==> config.mk <==
export PLATFORM = sky130hd
export DESIGN_NAME = sar_adc_seq
export DESIGN_NICKNAME = d
export VERILOG_FILES = /design/src/rtl/sar_seq_pkg.sv /design/src/rtl/sar_tick_gen.sv /design/src/rtl/sar_step_ctrl.sv /design/src/rtl/sar_approx_reg.sv /design/src/rtl/sar_adc_seq.sv
export SDC_FILE = /design/constraint.sdc
export NUM_CORES = 1
export LEC_CHECK = 0
export ABC_AREA = 1
export ABC_CLOCK_PERIOD_IN_PS = 2310
export BUFFER_PORTS_ARGS = -buffer_cell sky130_fd_sc_hd__clkbuf_2
export CAP_MARGIN = 20
export CORE_UTILIZATION = 56
export DETAILED_ROUTE_END_ITERATION = 16
export PLACE_DENSITY = 0.79
export SYNTH_ARGS = -nofsm -noshare
export SYNTH_HDL_FRONTEND = slang
export SYNTH_SLANG_ARGS = --single-unit
==> constraint.sdc <==
create_clock -name clk -period 2.31 [get_ports clk]
set_clock_uncertainty 0.15 [all_clocks]
set_input_delay 0.1155 -clock clk [delete_from_list [all_inputs] [get_ports clk]]
set_output_delay 0.1155 -clock clk [all_outputs]
set_load 0.01 [all_outputs]
==> src/rtl/sar_seq_pkg.sv <==
package sar_seq_pkg;

  typedef enum logic [1:0] {
    SEQ_IDLE = 2'd0,
    SEQ_WAIT = 2'd1,
    SEQ_RUN  = 2'd2
  } seq_state_e;

  // Conversion tick period in system cycles for a given select value.
  function automatic int unsigned div_of(input int unsigned sel);
    return 32'd1 << sel;
  endfunction

endpackage

==> src/rtl/sar_tick_gen.sv <==
module sar_tick_gen import sar_seq_pkg::*; #(
  parameter int SEL_W = 2
) (
  input  logic             clk,
  input  logic             rst_n,
  input  logic             clk_on,
  input  logic [SEL_W-1:0] clk_sel,
  output logic             tick
);
  localparam int PRE_W = (1 << SEL_W) - 1;

  logic [PRE_W-1:0] cnt_q;
  logic [PRE_W-1:0] limit;

  assign limit = PRE_W'(div_of(32'(clk_sel)) - 1);
  // Uses >= so that shrinking the period mid-count cannot hang the tick.
  assign tick  = clk_on && (cnt_q >= limit);

  always_ff @(posedge clk or negedge rst_n) begin
    if (!rst_n)      cnt_q <= '0;
    else if (!clk_on) cnt_q <= '0;
    else if (tick)   cnt_q <= '0;
    else             cnt_q <= cnt_q + 1'b1;
  end
endmodule

==> src/rtl/sar_step_ctrl.sv <==
module sar_step_ctrl import sar_seq_pkg::*; #(
  parameter int RES_W = 10,
  parameter int SAMP  = 8,
  parameter int TOTAL = 21
) (
  input  logic clk,
  input  logic rst_n,
  input  logic tick,
  input  logic clk_on,
  input  logic start_wr,
  output logic busy,
  output logic sample_en,
  output logic sample_start,
  output logic trial_start,
  output logic trial_eval,
  output logic load_evt
);
  localparam int CNT_W = $clog2(TOTAL + 1);
  localparam logic [CNT_W-1:0] C_SAMP  = CNT_W'(SAMP);
  localparam logic [CNT_W-1:0] C_EVEND = CNT_W'(SAMP + RES_W);
  localparam logic [CNT_W-1:0] C_TOTAL = CNT_W'(TOTAL);

  seq_state_e       state_q;
  logic [CNT_W-1:0] tcnt_q;
  logic [CNT_W-1:0] nxt;
  logic             accept;
  logic             run_tick;

  assign accept       = start_wr && clk_on && (state_q == SEQ_IDLE);
  assign nxt          = tcnt_q + 1'b1;
  assign sample_start = (state_q == SEQ_WAIT) && tick;
  assign run_tick     = (state_q == SEQ_RUN) && tick;
  assign trial_start  = run_tick && (nxt == C_SAMP);
  assign trial_eval   = run_tick && (nxt > C_SAMP) && (nxt <= C_EVEND);
  assign load_evt     = run_tick && (nxt == C_TOTAL);
  assign busy         = (state_q != SEQ_IDLE);
  assign sample_en    = (state_q == SEQ_RUN) && (tcnt_q < C_SAMP);

  always_ff @(posedge clk or negedge rst_n) begin
    if (!rst_n) begin
      state_q <= SEQ_IDLE;
      tcnt_q  <= '0;
    end else begin
      unique case (state_q)
        SEQ_IDLE: if (accept) state_q <= SEQ_WAIT;
        SEQ_WAIT: if (tick) begin
          state_q <= SEQ_RUN;
          tcnt_q  <= '0;
        end
        SEQ_RUN: if (tick) begin
          if (load_evt) begin
            state_q <= SEQ_IDLE;
            tcnt_q  <= '0;
          end else begin
            tcnt_q <= nxt;
          end
        end
        default: state_q <= SEQ_IDLE;
      endcase
    end
  end
endmodule

==> src/rtl/sar_approx_reg.sv <==
module sar_approx_reg #(
  parameter int RES_W = 10
) (
  input  logic             clk,
  input  logic             rst_n,
  input  logic             trial_start,
  input  logic             trial_eval,
  input  logic             load_evt,
  input  logic             comp_in,
  output logic [RES_W-1:0] dac_code,
  output logic [RES_W-1:0] trial_ptr,
  output logic [RES_W-1:0] result,
  output logic             done
);
  localparam logic [RES_W-1:0] MSB_ONLY = {1'b1, {(RES_W-1){1'b0}}};

  // Keep or drop the bit under test, then raise the next lower trial bit.
  function automatic logic [RES_W-1:0] sar_next(input logic [RES_W-1:0] code,
                                                input logic [RES_W-1:0] ptr,
                                                input logic             keep);
    logic [RES_W-1:0] kept;
    kept = keep ? code : (code & ~ptr);
    return kept | (ptr >> 1);
  endfunction

  logic [RES_W-1:0] code_q;
  logic [RES_W-1:0] ptr_q;

  assign dac_code  = code_q;
  assign trial_ptr = ptr_q;

  always_ff @(posedge clk or negedge rst_n) begin
    if (!rst_n) begin
      code_q <= '0;
      ptr_q  <= '0;
      result <= '0;
      done   <= 1'b0;
    end else begin
      done <= load_evt;
      if (trial_start) begin
        code_q <= MSB_ONLY;
        ptr_q  <= MSB_ONLY;
      end else if (trial_eval) begin
        code_q <= sar_next(code_q, ptr_q, comp_in);
        ptr_q  <= ptr_q >> 1;
      end
      if (load_evt) result <= code_q;
    end
  end
endmodule

==> src/rtl/sar_adc_seq.sv <==
module sar_adc_seq import sar_seq_pkg::*; #(
  parameter int RES_W = 10,
  parameter int CH_W  = 3,
  parameter int SEL_W = 2,
  parameter int SAMP  = 8,
  parameter int TOTAL = 21
) (
  input  logic             clk,
  input  logic             rst_n,
  input  logic             clk_on,
  input  logic [SEL_W-1:0] clk_sel,
  input  logic [CH_W-1:0]  ch_sel,
  input  logic             start_wr,
  input  logic             comp_in,
  output logic [RES_W-1:0] dac_code,
  output logic             sample_en,
  output logic [CH_W-1:0]  ch_out,
  output logic             busy,
  output logic [RES_W-1:0] result,
  output logic             done
);
  logic             tick;
  logic             sample_start;
  logic             trial_start;
  logic             trial_eval;
  logic             load_evt;
  logic [RES_W-1:0] trial_ptr;

  sar_tick_gen #(.SEL_W(SEL_W)) u_tick (
    .clk(clk), .rst_n(rst_n), .clk_on(clk_on), .clk_sel(clk_sel), .tick(tick)
  );

  sar_step_ctrl #(.RES_W(RES_W), .SAMP(SAMP), .TOTAL(TOTAL)) u_ctrl (
    .clk(clk), .rst_n(rst_n), .tick(tick), .clk_on(clk_on), .start_wr(start_wr),
    .busy(busy), .sample_en(sample_en), .sample_start(sample_start),
    .trial_start(trial_start), .trial_eval(trial_eval), .load_evt(load_evt)
  );

  sar_approx_reg #(.RES_W(RES_W)) u_sar (
    .clk(clk), .rst_n(rst_n), .trial_start(trial_start), .trial_eval(trial_eval),
    .load_evt(load_evt), .comp_in(comp_in), .dac_code(dac_code),
    .trial_ptr(trial_ptr), .result(result), .done(done)
  );

  always_ff @(posedge clk or negedge rst_n) begin
    if (!rst_n)            ch_out <= '0;
    else if (sample_start) ch_out <= ch_sel;
  end
endmodule

# Word level (Yosys, flattened, before mapping)

Cells that the tools add are included.

Register bits: 44
Bits of input ports: 10
Output and inout port bits: 26
Logic and storage cells: 59

$add $sub $neg: 3
Order comparisons: 4
Equality and inequality tests: 8
Shifts and indexed selects: 1
Mux-type cells: 16
Bitwise operators: 3
Reduce and logical (&&, ||, !) cells: 16

Operator list:

| cell                  | count |
|---|---|
| $mux W10              | 5 |
| $mux W5               | 3 |
| $and A10 B10 Y10      | 1 |
| $logic_and A1 B1 Y1   | 10 |
| $not A10 Y10          | 1 |
| $or A10 B9 Y10        | 1 |
| $pmux W5 S2           | 1 |
| $mux W2               | 4 |
| $ne A2 B1 Y1 const B  | 4 |
| $mux W3               | 2 |
| $pmux W2 S3           | 1 |
| $reduce_bool A2 Y1    | 3 |
| $add A5 B1 Y5 const B | 1 |
| $eq A5 B4 Y1 const B  | 1 |
| $eq A5 B5 Y1 const B  | 1 |
| $gt A5 B4 Y1 const B  | 1 |
| $le A5 B5 Y1 const B  | 1 |
| $lt A5 B4 Y1 const B  | 1 |
| $reduce_and A4 Y1     | 1 |
| $add A3 B1 Y3 const B | 1 |
| $ge A3 B3 Y1          | 1 |
| $reduce_and A3 Y1     | 1 |
| $shl A1 B2 Y3 const A | 1 |
| $sub A3 B1 Y3 const B | 1 |
| other kinds (3)       | 3 |

# Depth between registers and ports, before layout

Gate-level depths: netlist of run 1.

Depth in word-level cells: 9
Gate-level depth with buffers: 13
Mapped depth without buffers: 12

# Hierarchy

Synthesis of run 1 repeated with hierarchy kept, for this count alone.

Cells, all modules: 260
Area, all modules: 2120.8 µm²

By module, submodules not included:

| module         | instances | cells each | area each (µm²) | seq. area each (µm²) |
|---|---|---|---|---|
| sar_approx_reg | 1         | 138        | 1219.9          | 775.7 |
| sar_step_ctrl  | 1         | 79         | 554.3           | 175.2 |
| sar_tick_gen   | 1         | 30         | 234.0           | 75.1 |
| sar_adc_seq    | 1         | 13         | 112.6           | 75.1 |

# Least setup slack after synthesis of run 1

Ideal clock, no wire load.

Path type: register to register
From: register u_tick.cnt_q[2]
To: register u_sar.code_q[0] (netlist: u_sar.dac_code[0])
Setup time: 0.074 ns
Arrival time: 1.601 ns
Data required time: 2.086 ns
Slack: 0.485 ns
Cell stages (with the launch flop): 10
Path buffers: 1
Period minus slack after synthesis: 1.825 ns
Cell sequence: dfrtp_1 > ha_1 > a21oi_1 > nand3_2 > nand2_2 > inv_2 > nand3_2 > buf_2 > nand2_1 > o21ai_2

Word-level cells in the longest chain between the ends: 6
Elaborated cells between the ends (all ways): 8
Those cells by class: 1 x order compare; 1 x mux; 6 x reduce/logical

Ends and longest elaborated chain:

| item                                | RTL line             | RTL |
|---|---|---|
| start, declared                     | sar_tick_gen.sv:12   | `logic [PRE_W-1:0] cnt_q;` |
| start signal, assigned              | sar_tick_gen.sv:23   | `else cnt_q <= cnt_q + 1'b1;` |
| $ge A3 B3 Y1 *                      | sar_tick_gen.sv:17   | `assign tick = clk_on && (cnt_q >= limit);` |
| $logic_and A1 B1 Y1 *               | sar_tick_gen.sv:17   |  |
| $logic_and A1 B1 Y1 *               | sar_step_ctrl.sv:32  | `assign run_tick = (state_q == SEQ_RUN) && tick;` |
| $logic_and A1 B1 Y1 (2 in series)   | sar_step_ctrl.sv:34  | `assign trial_eval = run_tick && (nxt > C_SAMP) && (nxt <= C_EVEND);` |
| $reduce_bool A2 Y1 (no source line) | n/a                  |  |
| end signal, assigned                | sar_approx_reg.sv:44 | `code_q <= sar_next(code_q, ptr_q, comp_in);` |
| end, declared                       | sar_approx_reg.sv:26 | `logic [RES_W-1:0] code_q;` |

Every way passes the cells marked *; elsewhere a longest branch is shown, timed or not.
A chain may end at the register's enable or synchronous reset.

# Worst setup path after layout of run 1

From: register u_tick.cnt_q[2]
To: register u_sar.code_q[9] (netlist: u_sar.dac_code[9])

The elaborated chain is that of the path after synthesis.

==> metrics, run 1 <==
Post-Syn Area per Cell 8.57 um2; worst skew pair latency 0.29 ns; Max-slew headroom 62.7%; #FFs+latches synth 44; Arr. time, crit path 2.23 ns; post-synthesis sequential area ratio 47.1%; Antenna diodes 0; Num Clock Sinks 44; Syn Nets 293; Fmax 0.467 GHz; die width 66.6 um; Buffers on Ports 35; Final HPWL DP 3310 um; Rows 23; CTS clk-pin slew, worst paths 0.08 ns; Hold Path Sink u_ctrl.state_q[1]; initial antenna violation count 0; via count 1880; CTS tree done; hold_buf cts 5; Clock power frac 20.9%; Reg2Reg Launch Point u_tick.cnt_q[2]; Synth Instances 273; first-pass GRT wire length 7350 um; total congestion overflow 0; final setup vio count 0; Slew @ Worst Pin 0.556 ns; worst-path fanout max 10; Reg2Reg Capture Point u_sar.dac_code[9]; CTS Buffer Depth 2; RSZ-0062 raised after global routing false; yosys warns 0; fill count 310; CTS root buffer clkbuf_8; core area 0.00400 mm2; register share of total power 43.9%; Mapped Area 0.00234 mm2; crit path time final 2.14 ns; worst hold path class in2reg; Netlist cell types 26; Initial Util 58.5%; CTS H-tree lvls 2; Worst R2R Setup Slack 0.17 ns; Worst setup SP type flip-flop; Final #Nets 338; Slew Viols, Final 0; R2R cell count 10; drt first pass iters 4; Worst Path Required 2.39 ns; layout cells sized above 1 27.9%; GRT Resource Usage Total 21.9%; RD Place Congestion 0.841; routed len/inst 12.2 um; vias in the first global route 1674; maxcap violations 0; hold_sp start_wr; leak pwr 1.42 nW; Final Hold Vio Count 0; Iteration-0 DRC Markers 124; Chip Height 66.6 um; Max VDD drop 0.000453 V; pwr/cell area 832 mW/mm2; area delta synth->final 15.9%; Final Cycle Share 92.7%; DRT antenna net count 0; P_int 0.00139 W; hold slack 0.0718 ns; Detailed Route WL 4510 um; Setup TNS Final 0 ns; post-cts resize count 0; Comb pwr share 35.2%; post-detailed-route DRC marker count 0; hold path depth 5; die footprint 0.00444 mm2; Top-Level Pins 36; pin count of the biggest net entering global routing 21; TritonCTS Buffers 5; number of setup buffers added after CTS 0; routed vias/inst 5.09; WS Path Type reg2reg; status finished clean; Net Sw Power 0.000862 W; CP Capture Type flip-flop; Net Sw Frac 38.2%
[layout make-up]
class	count	area, um2	area share, %
multi-input combinational	193	1060	39.1
clock buffer	5	68.8	2.54
tap	50	62.6	2.31
inverter	28	105	3.88
sequential	44	1100	40.6
timing repair buffer	46	295	10.9
clock inverter	3	18.8	0.692
[cells by family (layout without fill, tap and decap cells)]
family                   Yosys count  in the layout  share of synthesized area, %
AO/OA/AOI/OAI                     38             38                          11.9
XOR/XNOR                           1              1                         0.375
adder cells (fa/ha/maj)           10             10                          5.35
buffers and inverters             36             82                          7.60
flip-flops                        44             44                          47.1
AND/OR/NAND/NOR                  144            144                          27.7
[layout by cell type (no fill, tap or decap)]
master,n
nand4_1,6
nand3_4,1
nand3_2,4
o21ai_2,19
or2_2,1
o21ai_1,1
a22oi_1,1
nor3_1,3
buf_4,4
clkbuf_2,35
dfrtp_1,44
buf_12,2
a21oi_1,3
o21bai_4,1
ha_1,10
clkinv_2,2
o21ai_0,13
clkbuf_8,5
nand3_1,12
nor2_2,3
clkinv_4,1
nor2_1,4
xnor2_1,1
inv_1,26
nand2_2,9
inv_2,2
nand2_1,100
dlygate4sd3_1,5
and2_1,1
[per-layer routing]
layer  track usage, %  wire length [um]  share of wire [%]
met5                0                 0                  0
met4             7.45                68                1.5
met3             4.79               181                4.0
met2             33.5              2060                 46
met1             30.6              2210                 49
[cell usage after synthesis]
cell type	n	area, um2
ha_1	10	125
nand4_1	6	37.5
nor2_2	3	18.8
inv_1	26	97.6
inv_2	2	7.51
buf_6	5	56.3
and2_1	1	6.26
o21ai_2	19	166
nor3_1	3	15.0
nand3_2	4	40.0
clkbuf_1	1	3.75
xnor2_1	1	8.76
a22oi_1	1	7.51
o21ai_0	13	65.1
o21bai_4	1	18.8
buf_4	1	7.51
nand2_2	9	56.3
o21ai_1	1	5.00
buf_2	1	5.00
nor2_1	4	15.0
nand2_1	100	375
nand3_1	12	60.1
dfrtp_1	44	1100
a21oi_1	3	15.0
nand3_4	1	17.5
or2_2	1	6.26
[metrics by stage]
| step | setup WS, ns | cells | utilization (%) | power, W | instance area (um2) |
|---|---|---|---|---|---|
| 2_1_floorplan | 0.485 | 273 | - | 0.00158 | 2340 |
| 3_3_place_gp | 0.287 | 356 | 64.3 | 0.00176 | 2570 |
| 3_5_place_dp | 0.226 | 356 | 64.3 | 0.00179 | 2570 |
| 4_1_cts | 0.230 | 369 | 67.8 | 0.00227 | 2710 |
| 5_1_grt | 0.0457 | 369 | 67.8 | 0.00243 | 2710 |
| 6_report | 0.168 | 369 | 67.8 | 0.00226 | 2710 |
[sequential cells by signal (all words and copies together) (netlist names)]
name             count
u_tick.cnt_q         3
u_sar.result        10
u_sar.dac_code      10
u_ctrl.state_q       2
u_sar.done           1
u_ctrl.tcnt_q        5
ch_out               3
u_sar.trial_ptr     10
[worst max-delay path: stages (launching register included)]
cell and delay (ns):
dfrtp_1 0.40, ha_1 0.34, a21oi_1 0.24, nand3_2 0.14
nand2_2 0.13, inv_2 0.09, nand3_2 0.20, nand2_1 0.14
nand2_1 0.12, nand2_1 0.06, nand2_1 0.06
[how the worst max path moves through the flow]
stage	endpoint	slack, ns	cells after the start	start
2_1_floorplan	u_sar.dac_code[0]	0.48	9	u_tick.cnt_q[2]
3_3_place_gp	u_sar.dac_code[9]	0.29	12	clk_sel[1]
3_5_place_dp	u_sar.dac_code[9]	0.23	12	clk_sel[1]
4_1_cts	u_sar.dac_code[9]	0.23	10	u_tick.cnt_q[2]
5_1_grt	u_sar.dac_code[9]	0.05	10	u_tick.cnt_q[2]
6_report	u_sar.dac_code[9]	0.17	10	u_tick.cnt_q[2]
[power groups by stage]
stage                     Sequential, W  Clock, W  Combinational, W
after global placement          0.00100         0          0.000760
after floorplan                 0.00100         0          0.000577
after CTS                      0.000989  0.000485          0.000793
final                          0.000991  0.000472          0.000793
after detailed placement        0.00100         0          0.000782
after global routing            0.00101  0.000515          0.000910
Note: power is estimated with default switching activity, not from simulation.
==> run 2, diff against run 1 <==
--- a/config.mk
+++ b/config.mk
@@ -6,12 +6,13 @@
 export NUM_CORES = 1
 export LEC_CHECK = 0
 export ABC_AREA = 1
-export ABC_CLOCK_PERIOD_IN_PS = 2310
+export ABC_CLOCK_PERIOD_IN_PS = 2600
 export BUFFER_PORTS_ARGS = -buffer_cell sky130_fd_sc_hd__clkbuf_2
 export CAP_MARGIN = 20
-export CORE_UTILIZATION = 56
+export CORE_ASPECT_RATIO = 0.9
+export CORE_UTILIZATION = 61
 export DETAILED_ROUTE_END_ITERATION = 16
-export PLACE_DENSITY = 0.79
+export PLACE_DENSITY = 0.85
 export SYNTH_ARGS = -nofsm -noshare
 export SYNTH_HDL_FRONTEND = slang
 export SYNTH_SLANG_ARGS = --single-unit
==> constraint.sdc (replaced) <==
create_clock -name clk -period 2.6 [get_ports clk]
set_clock_uncertainty 0.15 [all_clocks]
set_input_delay 0.13 -clock clk [delete_from_list [all_inputs] [get_ports clk]]
set_output_delay 0.13 -clock clk [all_outputs]
set_load 0.01 [all_outputs]
==> run 2 against run 1 <==
  * Sequential cell count did not move
  * Via count fell by 0.21%
  * Highest routed layer unchanged
  * Core utilization rose by 8.4 points
  * Critical path type unchanged
  * Non-clock buffer count fell by 4
  * Hold slack improved by 0.0026 ns
==> metrics, run 2 (synthesis results as in run 1) <==
DRT antenna net count 0 (unchanged); Arr. time, crit path 2.25 ns (was 2.23 ns); post-route setup slack 0.394 ns (was 0.168 ns); routed vias/inst 5.23 (was 5.09); number of setup buffers added after CTS 0 (unchanged); Final #Nets 334 (was 338); CP Capture Type flip-flop (unchanged); commonest non-fill, non-tap cell in the layout nand2_1 (unchanged); CP delay by family, top simple AND/OR/NAND/NOR gates (unchanged); Chip Height 60.7 um (was 66.6 um); vias in the first global route 1684 (was 1674); CTS H-tree lvls 2 (unchanged); Initial Util 66.3% (was 58.5%); fill count 259 (was 310); TritonCTS Buffers 5 (unchanged); Post-Place Cells 345 (was 356); grt met2 use 40.6% (was 33.5%); worst hold path class in2async (was in2reg); Buffers on Ports 35 (unchanged); Worst setup SP type flip-flop (unchanged); final setup vio count 0 (unchanged); WS Path Type reg2reg (unchanged); RD Place Congestion 0.847 (was 0.841); Setup TNS Final 0 ns (unchanged); Fmax 0.453 GHz (was 0.467 GHz); initial antenna violation count 0 (unchanged); layout cells sized above 1 27.0% (was 27.9%); Iteration-0 DRC Markers 167 (was 124); Max-slew headroom 60.9% (was 62.7%); CTS clk-pin slew, worst paths 0.08 ns (about the same); Slew @ Worst Pin 0.582 ns (was 0.556 ns); pwr/cell area 792 mW/mm2 (was 832 mW/mm2); global route hottest layer met2 (unchanged); worst skew pair latency 0.30 ns (was 0.29 ns); crit path time final 2.21 ns (was 2.14 ns); RSZ-0062 raised after global routing false (unchanged); Final Cycle Share 84.8% (was 92.7%); area delta synth->final 15.0% (was 15.9%); post-detailed-route DRC marker count 0 (unchanged); Worst Path Required 2.64 ns (was 2.39 ns); Non-Filler Instances 359 (was 369); most frequent cells in the layout nand2_1, dfrtp_1, clkbuf_2, inv_1, o21ai_2 (unchanged); Slew Viols, Final 0 (unchanged); via count 1876 (was 1880); drt first pass iters 4 (unchanged); Num Clock Sinks 44 (unchanged); GRT Resource Usage Total 26.0% (was 21.9%); Detailed Route WL 4620 um (was 4510 um); total congestion overflow 0 (unchanged); maxcap violations 0 (unchanged); routed len/inst 12.9 um (was 12.2 um); Final HPWL DP 3160 um (was 3310 um); CTS root buffer clkbuf_8 (unchanged); Final Hold Vio Count 0 (unchanged); post-layout util 76.2% (was 67.8%); hold_buf cts 5 (unchanged); Max VDD drop 0.000478 V (was 0.000453 V); die footprint 0.00409 mm2 (was 0.00444 mm2); CTS tree done (unchanged); CTS Buffer Depth 2 (unchanged); pre-CTS WS 0.394 ns (was 0.226 ns); Rows 20 (was 23); core area 0.00353 mm2 (was 0.00400 mm2); pin count of the biggest net entering global routing 45 (was 21); CP dominant cell by count nand2_1 (unchanged); post-cts resize count 0 (unchanged); Top-Level Pins 36 (unchanged); GR Util met1 34.1% (was 30.6%); status finished clean (unchanged); leak pwr 1.40 nW (was 1.42 nW); cell breakdown of the critical path ha_1 > nand3_1 > nand3_2 > nand2_2 > inv_2 > nand3_2 > nand2_1 > nand2_1 > nand2_1 > nand2_1 (was ha_1 > a21oi_1 > nand3_2 > nand2_2 > inv_2 > nand3_2 > nand2_1 > nand2_1 > nand2_1 > nand2_1); grt met3 use 6.02% (was 4.79%); worst-path fanout max 21 (was 10); die width 67.3 um (was 66.6 um); CP Buf/Inv Count 1 (unchanged); slowest CP cell dfrtp_1 (unchanged); Largest stage delay, worst path 0.41 ns (was 0.40 ns); Antenna diodes 0 (unchanged); first-pass GRT wire length 7690 um (was 7350 um)
## run 2: layer usage
layer	vias to the layer above	wire (um)
met5	-	0
met4	0	106
met3	11	186
met2	51	2120
met1	853	2210
li1	961	-
## run 2: where the power goes
part	switching [W]	internal, W
combinational	0.000456	0.000259
clock	0.000243	0.000289
sequential	0.0000937	0.000789
total	0.000793	0.00134
## run 2: final cells by class
type,instances,area [um2],share of cell area [%]
Sequential cell,44,1100,40.9
Timing Repair Buffer,42,253,9.40
Tap cell,44,55.1,2.05
Multi-Input combinational cell,193,1060,39.4
Clock buffer,5,68.8,2.56
Clock inverter,3,46.3,1.72
Inverter,28,105,3.91
## run 2: worst paths after layout
check / from / to / slack (ns) / cells after the start
setup / recovery: u_tick.cnt_q[2] / u_sar.dac_code[9] / 0.39 / 10
setup reg to reg: u_tick.cnt_q[2] / u_sar.dac_code[9] / 0.39 / 10
hold / removal: rst_n / u_ctrl.tcnt_q[2] / 0.07 / 2
max in group asynchronous: rst_n / u_sar.trial_ptr[6] / 1.76 / 3
min in group clk: start_wr / u_ctrl.state_q[0] / 0.08 / 5
hold reg to reg: u_tick.cnt_q[0] / u_tick.cnt_q[0] / 0.32 / 1
## run 2: worst reg2reg max path, cell delays in order, from the launching register on
cell and delay [ns]:
dfrtp_1 0.41, ha_1 0.32, nand3_1 0.10, nand3_2 0.12, nand2_2 0.10, inv_2 0.16
nand3_2 0.34, nand2_1 0.20, nand2_1 0.07, nand2_1 0.08, nand2_1 0.06
## run 2: metrics by stage
step	hold slack, ns	cell area [um2]	total power [W]
final	0.0744	2690	0.00213
after global routing	0.0885	2690	0.00229
after CTS	0.0630	2670	0.00214
after detailed placement	0.215	2500	0.00159
after global placement	0.220	2500	0.00156
after floorplan	-0.316	2340	0.00140
